--- src/rtl/flcmd_pkg.sv ---
// Shared mode codes and command bytes for the flash command interpreter.
package flcmd_pkg;

    typedef enum logic [2:0] {
        MD_READ  = 3'd0,
        MD_PSET  = 3'd1,
        MD_PROG  = 3'd2,
        MD_PVFY  = 3'd3,
        MD_ESET  = 3'd4,
        MD_ERASE = 3'd5,
        MD_EVFY  = 3'd6
    } flmode_e;

    localparam logic [7:0] OP_READ   = 8'h00;
    localparam logic [7:0] OP_PSET   = 8'h40;
    localparam logic [7:0] OP_PVFY   = 8'hC0;
    localparam logic [7:0] OP_ESET   = 8'h20;
    localparam logic [7:0] OP_EVFY   = 8'hA0;
    localparam logic [7:0] OP_RESET  = 8'hFF;

endpackage

--- src/rtl/flcmd_bus_sync.sv ---
// Bus strobe front end.
// Synchronizes chip-enable and write-enable into the clk domain and finds
// qualified write-enable edges. Assumes each strobe level lasts longer than
// SYNC_STAGES+1 clocks, and that address and data stay stable for that long
// after the edge that captures them.
module flcmd_bus_sync #(
    parameter int SYNC_STAGES = 2
) (
    input  logic clk,
    input  logic rst_n,
    input  logic ce_n,
    input  logic we_n,
    output logic addr_take,
    output logic wr_done
);

    logic [SYNC_STAGES-1:0] ce_sh;
    logic [SYNC_STAGES-1:0] we_sh;
    logic                   we_prev;
    logic                   cyc_open;
    logic                   ce_s;
    logic                   we_s;
    logic                   we_fall;
    logic                   we_rise;

    assign ce_s    = ce_sh[SYNC_STAGES-1];
    assign we_s    = we_sh[SYNC_STAGES-1];
    assign we_fall = we_prev & ~we_s;
    assign we_rise = ~we_prev & we_s;

    // Shift both strobes through the synchronizer chain; idle level is high.
    always_ff @(posedge clk) begin
        if (!rst_n) begin
            ce_sh   <= '1;
            we_sh   <= '1;
            we_prev <= 1'b1;
        end else begin
            ce_sh   <= {ce_sh[SYNC_STAGES-2:0], ce_n};
            we_sh   <= {we_sh[SYNC_STAGES-2:0], we_n};
            we_prev <= we_s;
        end
    end

    // Track a write cycle that opened with chip-enable low.
    always_ff @(posedge clk) begin
        if (!rst_n) begin
            cyc_open <= 1'b0;
        end else if (ce_s) begin
            cyc_open <= 1'b0;
        end else if (we_fall) begin
            cyc_open <= 1'b1;
        end else if (we_rise) begin
            cyc_open <= 1'b0;
        end
    end

    // Qualified edges used by the latches and the lane decoders.
    always_comb begin
        addr_take = we_fall & ~ce_s;
        wr_done   = we_rise & ~ce_s & cyc_open;
    end

endmodule

--- src/rtl/flcmd_lane.sv ---
// One byte lane command decoder.
// Steps the lane mode on each completed write using that lane's byte.
// Issues one-cycle start pulses only while high voltage is present.
// A second consecutive FFH always returns the lane to read mode.
module flcmd_lane
    import flcmd_pkg::*;
(
    input  logic       clk,
    input  logic       rst_n,
    input  logic       wr_done,
    input  logic [7:0] cmd,
    input  logic       hv_ok,
    output flmode_e    mode,
    output logic       prog_start,
    output logic       erase_start,
    output logic       verify_sel
);

    flmode_e mode_nx;
    logic    ff_pend;
    logic    ps_nx;
    logic    es_nx;
    logic    is_ff;

    assign is_ff = (cmd == OP_RESET);

    // Next-mode decode for a completed write.
    always_comb begin
        mode_nx = mode;
        ps_nx   = 1'b0;
        es_nx   = 1'b0;
        if (ff_pend && is_ff) begin
            mode_nx = MD_READ;
        end else begin
            unique case (mode)
                MD_READ, MD_PVFY, MD_EVFY: begin
                    if (cmd == OP_PSET)      mode_nx = MD_PSET;
                    else if (cmd == OP_ESET) mode_nx = MD_ESET;
                    else if (cmd == OP_READ) mode_nx = MD_READ;
                end
                MD_PSET: begin
                    if (is_ff) begin
                        mode_nx = MD_READ;
                    end else if (hv_ok) begin
                        mode_nx = MD_PROG;
                        ps_nx   = 1'b1;
                    end else begin
                        mode_nx = MD_READ;
                    end
                end
                MD_PROG:  mode_nx = (cmd == OP_PVFY) ? MD_PVFY : MD_READ;
                MD_ESET: begin
                    if (cmd == OP_ESET && hv_ok) begin
                        mode_nx = MD_ERASE;
                        es_nx   = 1'b1;
                    end else begin
                        mode_nx = MD_READ;
                    end
                end
                MD_ERASE: mode_nx = (cmd == OP_EVFY) ? MD_EVFY : MD_READ;
                default:  mode_nx = MD_READ;
            endcase
        end
    end

    // Register mode, pending-reset flag and start pulses.
    always_ff @(posedge clk) begin
        if (!rst_n) begin
            mode        <= MD_READ;
            ff_pend     <= 1'b0;
            prog_start  <= 1'b0;
            erase_start <= 1'b0;
        end else begin
            prog_start  <= wr_done & ps_nx;
            erase_start <= wr_done & es_nx;
            if (wr_done) begin
                mode    <= mode_nx;
                ff_pend <= is_ff & ~ff_pend;
            end
        end
    end

    // Margin-verify read select.
    always_comb begin
        verify_sel = (mode == MD_PVFY) || (mode == MD_EVFY);
    end

endmodule

--- src/rtl/flcmd_top.sv ---
// Flash command interpreter top.
// Combines the strobe front end, the address and data latches and one
// command decoder per byte lane. The bus is 8*LANES bits wide.
module flcmd_top
    import flcmd_pkg::*;
#(
    parameter int ADDR_W      = 12,
    parameter int LANES       = 2,
    parameter int SYNC_STAGES = 2
) (
    input  logic                 clk,
    input  logic                 rst_n,
    input  logic                 ce_n,
    input  logic                 we_n,
    input  logic [ADDR_W-1:0]    bus_addr,
    input  logic [8*LANES-1:0]   bus_din,
    input  logic                 hv_ok,
    output logic [3*LANES-1:0]   lane_mode,
    output logic [LANES-1:0]     prog_start,
    output logic [LANES-1:0]     erase_start,
    output logic [LANES-1:0]     verify_sel,
    output logic [ADDR_W-1:0]    lat_addr,
    output logic [8*LANES-1:0]   lat_data
);

    localparam int DATA_W = 8 * LANES;

    logic addr_take;
    logic wr_done;

    flcmd_bus_sync #(.SYNC_STAGES(SYNC_STAGES)) u_sync (
        .clk       (clk),
        .rst_n     (rst_n),
        .ce_n      (ce_n),
        .we_n      (we_n),
        .addr_take (addr_take),
        .wr_done   (wr_done)
    );

    // Capture address at the qualified fall, data at the completing rise.
    always_ff @(posedge clk) begin
        if (!rst_n) begin
            lat_addr <= '0;
            lat_data <= '0;
        end else begin
            if (addr_take) lat_addr <= bus_addr;
            if (wr_done)   lat_data <= bus_din[DATA_W-1:0];
        end
    end

    for (genvar k = 0; k < LANES; k++) begin : g_lane
        flmode_e lmode;

        flcmd_lane u_lane (
            .clk         (clk),
            .rst_n       (rst_n),
            .wr_done     (wr_done),
            .cmd         (bus_din[8*k +: 8]),
            .hv_ok       (hv_ok),
            .mode        (lmode),
            .prog_start  (prog_start[k]),
            .erase_start (erase_start[k]),
            .verify_sel  (verify_sel[k])
        );

        assign lane_mode[3*k +: 3] = lmode;
    end

endmodule

--- config.mk ---
export PLATFORM = sky130hd
export DESIGN_NAME = flcmd_top
export DESIGN_NICKNAME = d
export VERILOG_FILES = /design/src/rtl/flcmd_pkg.sv /design/src/rtl/flcmd_bus_sync.sv /design/src/rtl/flcmd_lane.sv /design/src/rtl/flcmd_top.sv
export SDC_FILE = /design/constraint.sdc
export NUM_CORES = 1
export LEC_CHECK = 0
export ABC_AREA = 1
export CAP_MARGIN = 20
export CORE_MARGIN = 2
export CORE_UTILIZATION = 65
export DETAILED_ROUTE_END_ITERATION = 8
export DONT_BUFFER_PORTS = 1
export HOLD_SLACK_MARGIN = 0.08
export PLACE_DENSITY_LB_ADDON = 0.2
export SYNTH_ARGS = -nofsm -noshare
export SYNTH_HDL_FRONTEND = slang
export SYNTH_SLANG_ARGS = --single-unit
--- constraint.sdc ---
create_clock -name clk -period 3.53 [get_ports clk]
set_clock_uncertainty 0.05 [all_clocks]
set_input_delay 0 -clock clk [delete_from_list [all_inputs] [get_ports clk]]
set_output_delay 0 -clock clk [all_outputs]
set_load 0.02 [all_outputs]
; Yosys cells after proc, flatten, opt, wreduce, memory -nomap -nowiden
; Cells that the tools add are included.
; Widths: inputs -> output; s select.
[totals]
elab_cells = 105
input_bits = 33
reg_bits = 46
out_inout_bits = 40
[classes]
reduce_logical = 16
n_bitwise = 17
muxes = 34
eq_ne = 24
[op_table]
columns = op, n
row1 = $eq 8x8->1 const B, 6
row2 = $mux 3, 13
row3 = $pmux 3 s5, 2
row4 = $eq 3x3->1 const B, 6
row5 = $eq 8x6->1 const B, 2
row6 = $eq 8x7->1 const B, 2
row7 = $logic_not 8->1, 2
row8 = $mux 1, 15
row9 = $eq 3x2->1 const B, 4
row10 = $and 1x1->1, 11
row11 = $ne 5x1->1 const B, 2
row12 = $mux 2, 4
row13 = $eq 3x1->1 const B, 2
row14 = $logic_not 3->1, 2
row15 = $not 1->1, 6
row16 = $reduce_or 3->1, 2
row17 = $logic_and 1x1->1, 4
row18 = $reduce_and 2->1, 2
row19 = $logic_or 1x1->1, 2
row20 = $reduce_bool 2->1, 1
row21 = $reduce_or 2->1, 1

; Logic depth before layout (Yosys ltp)
; Gate-level depths: netlist of the first run.
[logic_depth]
word_depth = 6
ltp_mapped = 10
mapped_depth_nobuf = 10

; Modules after synthesis
; A second synthesis of the first run with hierarchy kept.
[unflattened]
cells_unflattened = 402
hier_area_um2 = 2458.6
[by_module_without_submodules]
columns = mod, cells_each, area_each_um2, seq_area_each_um2, n_inst
row1 = flcmd_top, 176, 1169.9, 560.5, 1
row2 = flcmd_lane (g_lane[1].u_lane), 99, 534.3, 120.1, 1
row3 = flcmd_lane (g_lane[0].u_lane), 98, 525.5, 120.1, 1
row4 = flcmd_bus_sync, 29, 229.0, 120.1, 1

; Worst setup path after synthesis of the first run
; No wires, ideal clock.
[synth_timing]
path_type = flip-flop to flip-flop
startpoint = register g_lane[0].u_lane.mode[1]
endpoint = register g_lane[0].u_lane.mode[1]
path_buffers = 0
setup_ps = 114
t_required_ps = 3366
synth_period_minus_slack_ps = 1331
stages_incl_launch_ff = 10
arrival_time_ps = 1167
path_slack_ps = 2199
path_cell_list = dfxtp_1 inv_1 nand3_2 nand3_2 inv_2 nand3_4 nand2_2 nand2_1 nand2_1 nor2_2
[synth_via]
elab_chain_cells = 4
elab_cells_between_ends = 12
classes_between = eq/ne (7) / mux (2) / reduce/logical (3)
[synth_lines]
columns = item, line
row1 = start: declaration, flcmd_lane.sv:13  ; output flmode_e mode,
row2 = start signal: assignment, flcmd_lane.sv:77  ; mode <= mode_nx;
row3 = $eq 3x3->1 (tied with other cells), flcmd_lane.sv:35  ; unique case (mode)
row4 = $reduce_or 3->1, flcmd_lane.sv:35
row5 = $pmux 3 s5 / $ne 5x1->1 (equally long branches), --
row6 = $mux 3 / $reduce_and 2->1 (equally long branches), --
; Parallel ways exist; a longest one is shown, timed or not.
; A chain may end at the register's enable or synchronous reset.

; Worst setup path in the final report of the first run
[layout_timing]
startpoint = register g_lane[1].u_lane.mode[2]
endpoint = register g_lane[1].u_lane.mode[1]
[layout_via]
elab_chain_cells = 4
elab_cells_between_ends = 12
classes_between = eq/ne (7) / mux (2) / reduce/logical (3)
[layout_lines]
columns = item, line
row1 = start: declaration, flcmd_lane.sv:13
row2 = start signal: assignment, flcmd_lane.sv:77
row3 = $eq 3x3->1 (tied with other cells), flcmd_lane.sv:35
row4 = $reduce_or 3->1, flcmd_lane.sv:35
row5 = $pmux 3 s5 / $ne 5x1->1 (equally long branches), --
row6 = $mux 3 / $reduce_and 2->1 (equally long branches), --
; Parallel ways exist; a longest one is shown, timed or not.

==> summary.txt, run 1 <==
Yosys top cell area share -> 40.48%
Chip height -> 63.16 um
Worst r2r path cells -> 10
Period minus WS final -> 3.402 ns
First-pass GRT wire length -> 9294 um
Final Hold Viols -> 0
Met1 usage -> 36.73%
CP top delay family -> buffers and inverters
Initial Util -> 68.17%
Mapped Cells -> 328
Max FO, Critical Path -> 8
Power Total -> 936.5 uW
Vias in the first global route -> 2059
Die ar. -> 0.003989 mm^2
Total CTS buffers -> 5
Fraction of layout cells with a size suffix above 1 -> 11.68%
R2R Setup Slk -> 0.13 ns
Ys Warns -> 0
Syn Area/Cell -> 6.935 um^2
Worst Setup End Kind -> register
Vias per cell -> 5.326
ANT cells -> 0
Slew @ Worst Pin -> 0.6416 ns
Clock tree buffer depth -> 2
Antenna violations before repair -> 0
Antenna Nets Post-Route -> 0
Top Ports -> 73
Worst path required time -> 3.80 ns
Hold Crit Class -> in2reg
Placed Instances -> 358
Fmax -> 294.0 MHz
Number of nets in the layout -> 402
Hold Path Cell Cnt -> 8
Synth Net Count -> 363
Min-Delay Startpoint -> bus_din[14]
CTS tree -> yes
CP cell instances -> nand2_1, nor2_1, nand3_1, dlygate4sd3_1, nand3_1, dlygate4sd3_1, nor2_1, dlygate4sd3_1, nor2_1, dlygate4sd3_1
RSZ-0062 raised after global routing -> false
Outcome -> complete, no violations
Drt drc -> 0
Synth cell types -> 26
GR peak layer -> met2
Met3 Resource Use GR -> 6.786%
Crit path buf inv count -> 4
Root buf cell -> clkbuf_4
Chip Width -> 63.16 um
Post-CTS Setup Inserts -> 0
Routed WL per cell -> 13.86 um
Worst-path clk slew -> 0.13 ns
Final Cycle Share -> 96.37%
Relative max-transition margin -> 57.09%
1st-pass router iterations -> 5
WP data arrival -> 3.67 ns
Post-synth top area cell -> dfxtp_1
Register area share after synthesis -> 40.48%
Clk_lat worst skew -> 0.37 ns
Synthesized flop and latch total -> 46
Tot GR Track Use -> 29.51%
Max incr delay on CP -> 0.59 ns
Post-synthesis xor/xnor area fraction -> 0%
Leakage power -> 1.206 nW
CP startpoint kind -> register
Simple-Gate Fraction of Synth Area -> 36.69%
Synth Area in Compound Gates -> 10.78%
Reg-to-reg startpoint -> g_lane[1].u_lane.mode[2]
Port Buf Inserts -> 0
Crit path kind -> reg2reg
Final HPWL DP -> 3336 um
Most common cell after layout, fill and taps aside -> nor2_1
CTS H-tree depth -> 2
Final GP Congestion -> 0.8682
Largest net degree at the start of global routing -> 41
Clock tree sinks -> 46
Slew Viols, Final -> 0
Adder-Cell Fraction of Synth Area -> 1.100%
Largest family of logic cells by synthesized area -> simple AND/OR/NAND/NOR gates
Max Cap Viol -> 0
Core Area -> 0.003337 mm^2
Mux share of post-synthesis cell area -> 0.4400%
VDD IR max -> 0.2947 mV
DR iter-0 viols -> 255
Setup total negative slack -> 0 ns
Via Count -> 2205
Most frequent cells in the layout -> 87 x nor2_1, 56 x nand2_1, 47 x dlygate4sd3_1
CP max stage cell -> dlygate4sd3_1
Synthesized area -> 0.002275 mm^2
FF-to-FF End -> g_lane[1].u_lane.mode[1]
Hold Crit Endpoint -> g_lane[1].u_lane.mode[0]
Routed wire length -> 5736 um
Grt total ovfl -> 0
Top cell by count, worst path -> dlygate4sd3_1
Top cells by area, synth -> dfxtp_1 40%, nor2_1 14%, nand2_1 9.2%
PwrDens -> 337.5 mW/mm^2
# rows -> 21
Area Growth Syn to Fin -> 22.00%
Non-filler cells, final -> 414
M2 GR Usage -> 50.13%
Endpoints failing setup -> 0
-- synthesized netlist by cell type --
master	number
nor2_1	87
nand2_1	56
dfxtp_1	46
o21ai_0	30
a21oi_1	19
inv_1	16
nand3_1	16
inv_2	13
buf_4	6
clkbuf_1	5
nand3_2	5
clkbuf_8	4
nor2_2	4
or2_2	4
nor3_1	3
ha_1	2
nand2_2	2
nand3_4	2
buf_6	1
mux2i_1	1
nand3b_1	1
nand4_1	1
nand4_4	1
nor3b_1	1
or2_0	1
or2_1	1
-- worst reg2reg max path, delay by kind of cell, from the launching register on --
family / cells / cell delay (ns)
buf+inv: 4 / 2.24
simple gates: 6 / 0.58
flops: 1 / 0.49
-- repair_timing --
item | 4_1_cts | 5_1_grt
endpoints found under the hold margin | 46 | 0
hold buffers | 47 | 0
setup endpoints to repair | 0 | 1
gates resized for setup | 0 | 4
-- flip-flops by register name, summed over array words and instances, names as in the netlist, 2 cells and up --
register,cells
lat_data,16
lat_addr,12
g_lane.u_lane.mode,6
g_lane.u_lane.erase_start,2
g_lane.u_lane.ff_pend,2
g_lane.u_lane.prog_start,2
u_sync.ce_sh,2
u_sync.we_sh,2
-- routing by layer --
layer / share of wire, % / wire length, um / vias up
met5: 0 / 0 / -
met1: 41 / 2353 / 996
met3: 8.5 / 487 / 6
met2: 49 / 2831 / 87
li1: - / - / 1116
met4: 1.1 / 64 / 0
-- cell type report --
| cell class | count | area (um^2) |
|---|---|---|
| multi-input cells | 237 | 1115 |
| flip-flops and latches | 46 | 927.1 |
| fillers | 205 | 561.8 |
| repair buffers | 48 | 485.5 |
| inverters | 29 | 108.9 |
| well taps | 46 | 57.56 |
| clock inverters | 3 | 43.79 |
| clock buffers | 5 | 37.54 |
-- where the power goes --
part           internal (mW)  leakage, nW  total, mW  switching, mW
Combinational         0.0398        0.787     0.0810         0.0412
Clock                  0.151       0.0456      0.329          0.178
Sequential             0.523        0.374      0.527        0.00417
Total                  0.713         1.21      0.937          0.224
-- stage by stage --
| stage | setup slack, ns | util [%] | cell area [um^2] | hold WS [ns] |
|---|---|---|---|---|
| final | 0.1282 | 83.16 | 2775 | 0.1140 |
| after global routing | 0.01217 | 83.16 | 2775 | 0.1411 |
| after CTS | 0.04803 | 82.53 | 2754 | 0.08266 |
| after detailed placement | 1.782 | 65.99 | 2202 | 0.03871 |
| after global placement | 1.909 | 65.99 | 2202 | 0.02302 |
| after floorplan | 2.199 | - | 2275 | 0.05658 |
-- worst max path at each step --
stage | from | endpoint | cells past startpoint
6_report | g_lane[1].u_lane.mode[2] | g_lane[1].u_lane.mode[1] | 10
3_3_place_gp | u_sync.we_prev | g_lane[1].u_lane.erase_start | 6
5_1_grt | g_lane[1].u_lane.mode[2] | g_lane[1].u_lane.mode[1] | 10
2_1_floorplan | g_lane[0].u_lane.mode[1] | g_lane[0].u_lane.mode[1] | 9
3_5_place_dp | u_sync.we_prev | g_lane[1].u_lane.erase_start | 6
4_1_cts | g_lane[1].u_lane.mode[1] | g_lane[1].u_lane.mode[1] | 11
-- kinds of logic after synthesis --
logic type | count (synthesis)
AO/OA/AOI/OAI | 49
adder cells (fa/ha/maj) | 2
buffers and inverters | 45
flip-flops | 46
multiplexers | 1
AND/OR/NAND/NOR | 185
No activity file was read; power rests on OpenSTA's default activity.
==> run 2, diff against run 1 <==
- ABC_AREA: 1 -> unset
- HOLD_SLACK_MARGIN: 0.08 -> unset
==> run 2 against run 1 <==
Net effect:
- total power fell by 11%
- sequential cell count did not move
- die area fell by 4.9%
- sequential power barely moved
- clock-buffer cell count rose by 1
- critical path type unchanged
- largest power group unchanged
==> summary.txt, run 2 <==
CP top delay family -> simple AND/OR/NAND/NOR gates
Fraction of layout cells with a size suffix above 1 -> 4.577%
Chip Width -> 61.59 um
RSZ-0062 raised after global routing -> false
Synthesized flop and latch total -> 46
Tot GR Track Use -> 29.20%
Crit path buf inv count -> 1
Total CTS buffers -> 5
Vias in the first global route -> 1802
Max FO, Critical Path -> 12
Synth cell count leaders -> 67 x nand2_1, 46 x dfxtp_1, 33 x a21oi_1, 12 x clkbuf_1, 12 x nand2b_1
Most frequent cells in the layout -> 67 x nand2_1, 46 x dfxtp_1, 33 x a21oi_1
Initial Util -> 69.48%
Top Layer Used -> met4
CP cell instances -> inv_1, ha_1, nand2_1, or2_0, nor3_1, a2bb2oi_1, mux2i_1
Vias per cell -> 5.881
Post-CTS Hold Fix Bufs -> 32
Synth Net Count -> 302
Antenna Nets Post-Route -> 0
Period minus WS final -> 2.106 ns
Port Buf Inserts -> 0
Hold Crit Class -> in2reg
Syn Area/Cell -> 8.074 um^2
Chip height -> 61.59 um
Clk_lat worst skew -> 0.34 ns
Top Ports -> 73
First-pass GRT wire length -> 8169 um
Final HPWL DP -> 3025 um
Top FF cell, synth -> dfxtp_1
Max Cap Viol -> 0
Post-DP Area -> 0.002098 mm^2
Worst-path clk slew -> 0.13 ns
Register area share after synthesis -> 42.72%
1st-pass router iterations -> 4
WP data arrival -> 2.33 ns
Mapped Cells -> 267
Leakage power -> 0.8326 nW
Top cells by area, synth -> dfxtp_1 43%, nand2_1 12%, a21oi_1 7.7%
Worst path required time -> 3.76 ns
Wire length on met1 -> 2086 um
Post-CTS Setup Inserts -> 0
Most flops, register -> lat_data
CTS tree -> yes
Root buf cell -> clkbuf_4
Area Growth Syn to Fin -> 14.74%
Ys Warns -> 0
Max reg flops -> 16
Fmax -> 474.8 MHz
Worst Setup End Kind -> register
Most frequent cell after synthesis -> nand2_1
Via Count -> 1929
Setup total negative slack -> 0 ns
Post-synth top area cell -> dfxtp_1
Met3 wire length -> 360 um
Crit path kind -> reg2reg
Yosys top cell area share -> 42.72%
Post-synth ARST share -> 0%
Largest net degree at the start of global routing -> 34
Worst slack, placed -> 1.449 ns
Max incr delay on CP -> 0.52 ns
Antenna violations before repair -> 0
PwrDens -> 336.6 mW/mm^2
Slew @ Worst Pin -> 1.004 ns
Final GP Congestion -> 0.8969
DR iter-0 viols -> 124
Largest registers -> lat_data x16, lat_addr x12, g_lane.u_lane.mode x6
# rows -> 20
Core Area -> 0.003103 mm^2
Non-filler cells, final -> 328
Relative max-transition margin -> 33.02%
Most common cell after layout, fill and taps aside -> nand2_1
Synth cell types -> 46
Clock tree buffer depth -> 2
Endpoints failing setup -> 0
Post-synth EDFFs -> 0
Final Cycle Share -> 59.66%
VDD IR max -> 0.2229 mV
Slew Viols, Final -> 0
Number of nets in the layout -> 318
CTS H-tree depth -> 2
Clock tree sinks -> 46
Final WS setup -> 1.424 ns
Grt total ovfl -> 0
Synthesized area -> 0.002156 mm^2
Post-CTS sizing -> 0
Routed WL per cell -> 16.22 um
Die ar. -> 0.003793 mm^2
CP startpoint kind -> register
Final Hold Viols -> 0
Drt drc -> 0
Met2 Routed Length -> 2792 um
Final instance area -> 0.002474 mm^2
Placed Instances -> 288
ANT cells -> 0
CP max stage cell -> or2_0
Outcome -> complete, no violations
R2R Setup Slk -> 1.42 ns
Routed wire length -> 5319 um
==> run 2: where the power goes <==
| part | total, mW | switching [mW] | internal [mW] |
|---|---|---|---|
| sequential | 0.526 | 0.00311 | 0.523 |
| clock | 0.242 | 0.163 | 0.0786 |
| combinational | 0.0654 | 0.0311 | 0.0343 |
| total | 0.833 | 0.197 | 0.635 |
==> run 2: path summary, 6_finish.rpt <==
| check | startpoint | endpoint | cells after the start |
|---|---|---|---|
| worst max register to register | u_sync.we_prev | g_lane[0].u_lane.mode[0] | 7 |
| worst min-delay path | bus_din[13] | g_lane[1].u_lane.prog_start | 3 |
| worst max-delay path | u_sync.we_prev | g_lane[0].u_lane.mode[0] | 7 |
| worst min register to register | u_sync.ce_sh[0] | u_sync.ce_sh[1] | 1 |
==> run 2: routing by layer <==
layer,up-vias,global-route usage [%]
met1,915,35.23
met3,10,7.143
met5,-,0
met4,0,10.03
li1,940,-
met2,64,50.53
==> run 2: kinds of logic (layout without fill, tap and decap cells) <==
family                     after synthesis  count (layout)  share of synthesized area [%]
and+or+nand+nor                        129             129                          30.41
AOI/OAI and AO/OA                       51              51                          14.57
DFF                                     46              46                          42.72
buffers and inverters                   28              45                          6.268
muxes                                    7               7                          3.250
xor gates and xnor gates                 4               4                          1.625
adders and majority gates                2               2                          1.161
==> run 2: stage by stage <==
stage	utilization [%]	total power, mW	hold slack [ns]
2_1_floorplan	-	0.5622	0.02304
4_1_cts	79.72	0.8326	0.008262
6_report	79.72	0.8326	0.01014
5_1_grt	79.72	0.8648	0.002666
3_5_place_dp	67.62	0.5616	0.01984
3_3_place_gp	67.62	0.5615	0.01544
==> run 2: layout make-up <==
type                    count  area [um^2]
fillers                   245        629.4
repair buffers             33        327.8
clock inverters             2        13.76
clock buffers               6        41.29
flip-flops and latches     46        920.9
inverters                   4        15.01
well taps                  44        55.05
multi-input cells         193         1100
==> run 2: tightest hold or removal path: stages <==
cell     delay, ns
nand2_1       0.09
nor3_1        0.10
nor3b_1       0.16
==> run 3, diff against run 2 <==
- CORE_UTILIZATION: 65 -> 56
- clock period: 3.53 -> 1.8 ns (I/O delays scaled with it)
==> run 3 against run 2 <==
Net effect:
- final area up 6.7%
- combinational power up 91%
- worst hold slack improved by 0.0019 ns
- first-iteration DRC count increased by 25%
- non-clock buffer count up 13
==> summary.txt, run 3 (same netlist as run 2, synthesis figures left out) <==
Outcome -> complete, no violations
Total CTS buffers -> 5
Top Ports -> 73
Final WS setup -> 0.1352 ns
Worst path required time -> 1.98 ns
CP top delay family -> simple AND/OR/NAND/NOR gates
Worst Setup End Kind -> register
# rows -> 22
Period minus WS final -> 1.665 ns
Tot GR Track Use -> 25.02%
Max Cap Viol -> 0
Slew Viols, Final -> 0
Largest net degree at the start of global routing -> 20
Grt total ovfl -> 0
Routed wire length -> 5213 um
Clock tree sinks -> 46
DR iter-0 viols -> 155
Final Hold Viols -> 0
Worst-path clk slew -> 0.09 ns
Crit path kind -> reg2reg
WP data arrival -> 1.84 ns
Port Buf Inserts -> 0
1st-pass router iterations -> 4
CP cell instances -> inv_1, ha_1, nand2_1, or2_0, nor3_1, a2bb2oi_2, mux2i_1
Crit path buf inv count -> 1
Final GP Congestion -> 0.8963
Met3 Resource Use GR -> 7.666%
R2R Setup Slk -> 0.14 ns
Die ar. -> 0.004362 mm^2
Most flops, register -> lat_data
Antenna violations before repair -> 0
Clock tree buffer depth -> 2
M2 GR Usage -> 42.05%
First-pass GRT wire length -> 8321 um
PwrDens -> 727.1 mW/mm^2
Area Growth Syn to Fin -> 22.46%
CP startpoint kind -> register
Largest registers -> lat_data x16, lat_addr x12, g_lane.u_lane.mode x6
Post-CTS Setup Inserts -> 0
Chip height -> 66.05 um
Core Area -> 0.003689 mm^2
Final Cycle Share -> 92.49%
Met1 usage -> 30.35%
Max reg flops -> 16
Vias in the first global route -> 1876
Most common cell after layout, fill and taps aside -> nand2_1
Final instance area -> 0.002640 mm^2
CTS tree -> yes
Setup total negative slack -> 0 ns
Root buf cell -> clkbuf_8
VDD IR max -> 0.4221 mV
Number of nets in the layout -> 331
Vias per cell -> 5.597
Slew @ Worst Pin -> 0.6163 ns
Max FO, Critical Path -> 5
Leakage power -> 0.9199 nW
Fill cell count -> 301
ANT cells -> 0
Relative max-transition margin -> 58.78%
Clk_lat worst skew -> 0.29 ns
Endpoints failing setup -> 0
Worst slack, placed -> 0.03685 ns
Final HPWL DP -> 3347 um
Fmax -> 600.7 MHz
Chip Width -> 66.05 um
Drt drc -> 0
Antenna Nets Post-Route -> 0
Hold Crit Class -> in2reg
Routed WL per cell -> 15.11 um
GR peak layer -> met2
Initial Util -> 58.45%
Via Count -> 1931
Max incr delay on CP -> 0.35 ns
Most frequent cells in the layout -> 67 x nand2_1, 46 x dfxtp_1, 33 x a21oi_1
Post-DP Area -> 0.002201 mm^2
CP max stage cell -> dfxtp_1
RSZ-0062 raised after global routing -> false
Fraction of layout cells with a size suffix above 1 -> 9.428%
CTS H-tree depth -> 2
==> run 3: worst paths after layout <==
kind,startpoint,end,cells past startpoint
worst max-delay path,u_sync.we_prev,g_lane[0].u_lane.mode[0],7
worst min-delay path,hv_ok,g_lane[1].u_lane.erase_start,2
worst max register to register,u_sync.we_prev,g_lane[0].u_lane.mode[0],7
worst min register to register,u_sync.ce_sh[0],u_sync.ce_sh[1],1
==> run 3: metrics by stage <==
| step | instances | hold slack, ns | utilization [%] | total power [mW] |
|---|---|---|---|---|
| 3_5_place_dp | 305 | 0.01916 | 59.67 | 1.106 |
| 6_report | 345 | 0.01200 | 71.57 | 1.919 |
| 4_1_cts | 345 | 0.002507 | 71.34 | 1.928 |
| 3_3_place_gp | 305 | 0.01488 | 59.67 | 1.105 |
| 2_1_floorplan | 267 | 0.02304 | - | 1.103 |
| 5_1_grt | 345 | 0.007097 | 71.57 | 1.990 |
==> run 3: metal layers <==
layer  share of wire [%]  vias up
met5                   0        -
met3                 7.0        4
met2                  49       61
li1                    -      964
met4                0.98        0
met1                  43      902
==> run 3: power breakdown <==
group / leakage, nW / switching, mW / internal (mW)
Sequential: 0.372 / 0.00620 / 1.02
Combinational: 0.497 / 0.0548 / 0.0702
Clock: 0.0514 / 0.350 / 0.415
==> run 3: what timing repair did <==
item                                   4_1_cts  5_1_grt
resized for setup                            0        2
setup endpoints to repair                    0        9
hold buffers                                32        0
endpoints found under the hold margin       42        0
==> run 3: final cells by class <==
type | instances | area, um^2 | area share [%]
clock buffers | 6 | 72.57 | 2.749
clock inverters | 2 | 37.54 | 1.422
inverters | 4 | 15.01 | 0.5687
multi-input cells | 193 | 1109 | 41.99
flip-flops and latches | 46 | 920.9 | 34.88
well taps | 48 | 60.06 | 2.275
repair buffers | 46 | 425.4 | 16.11
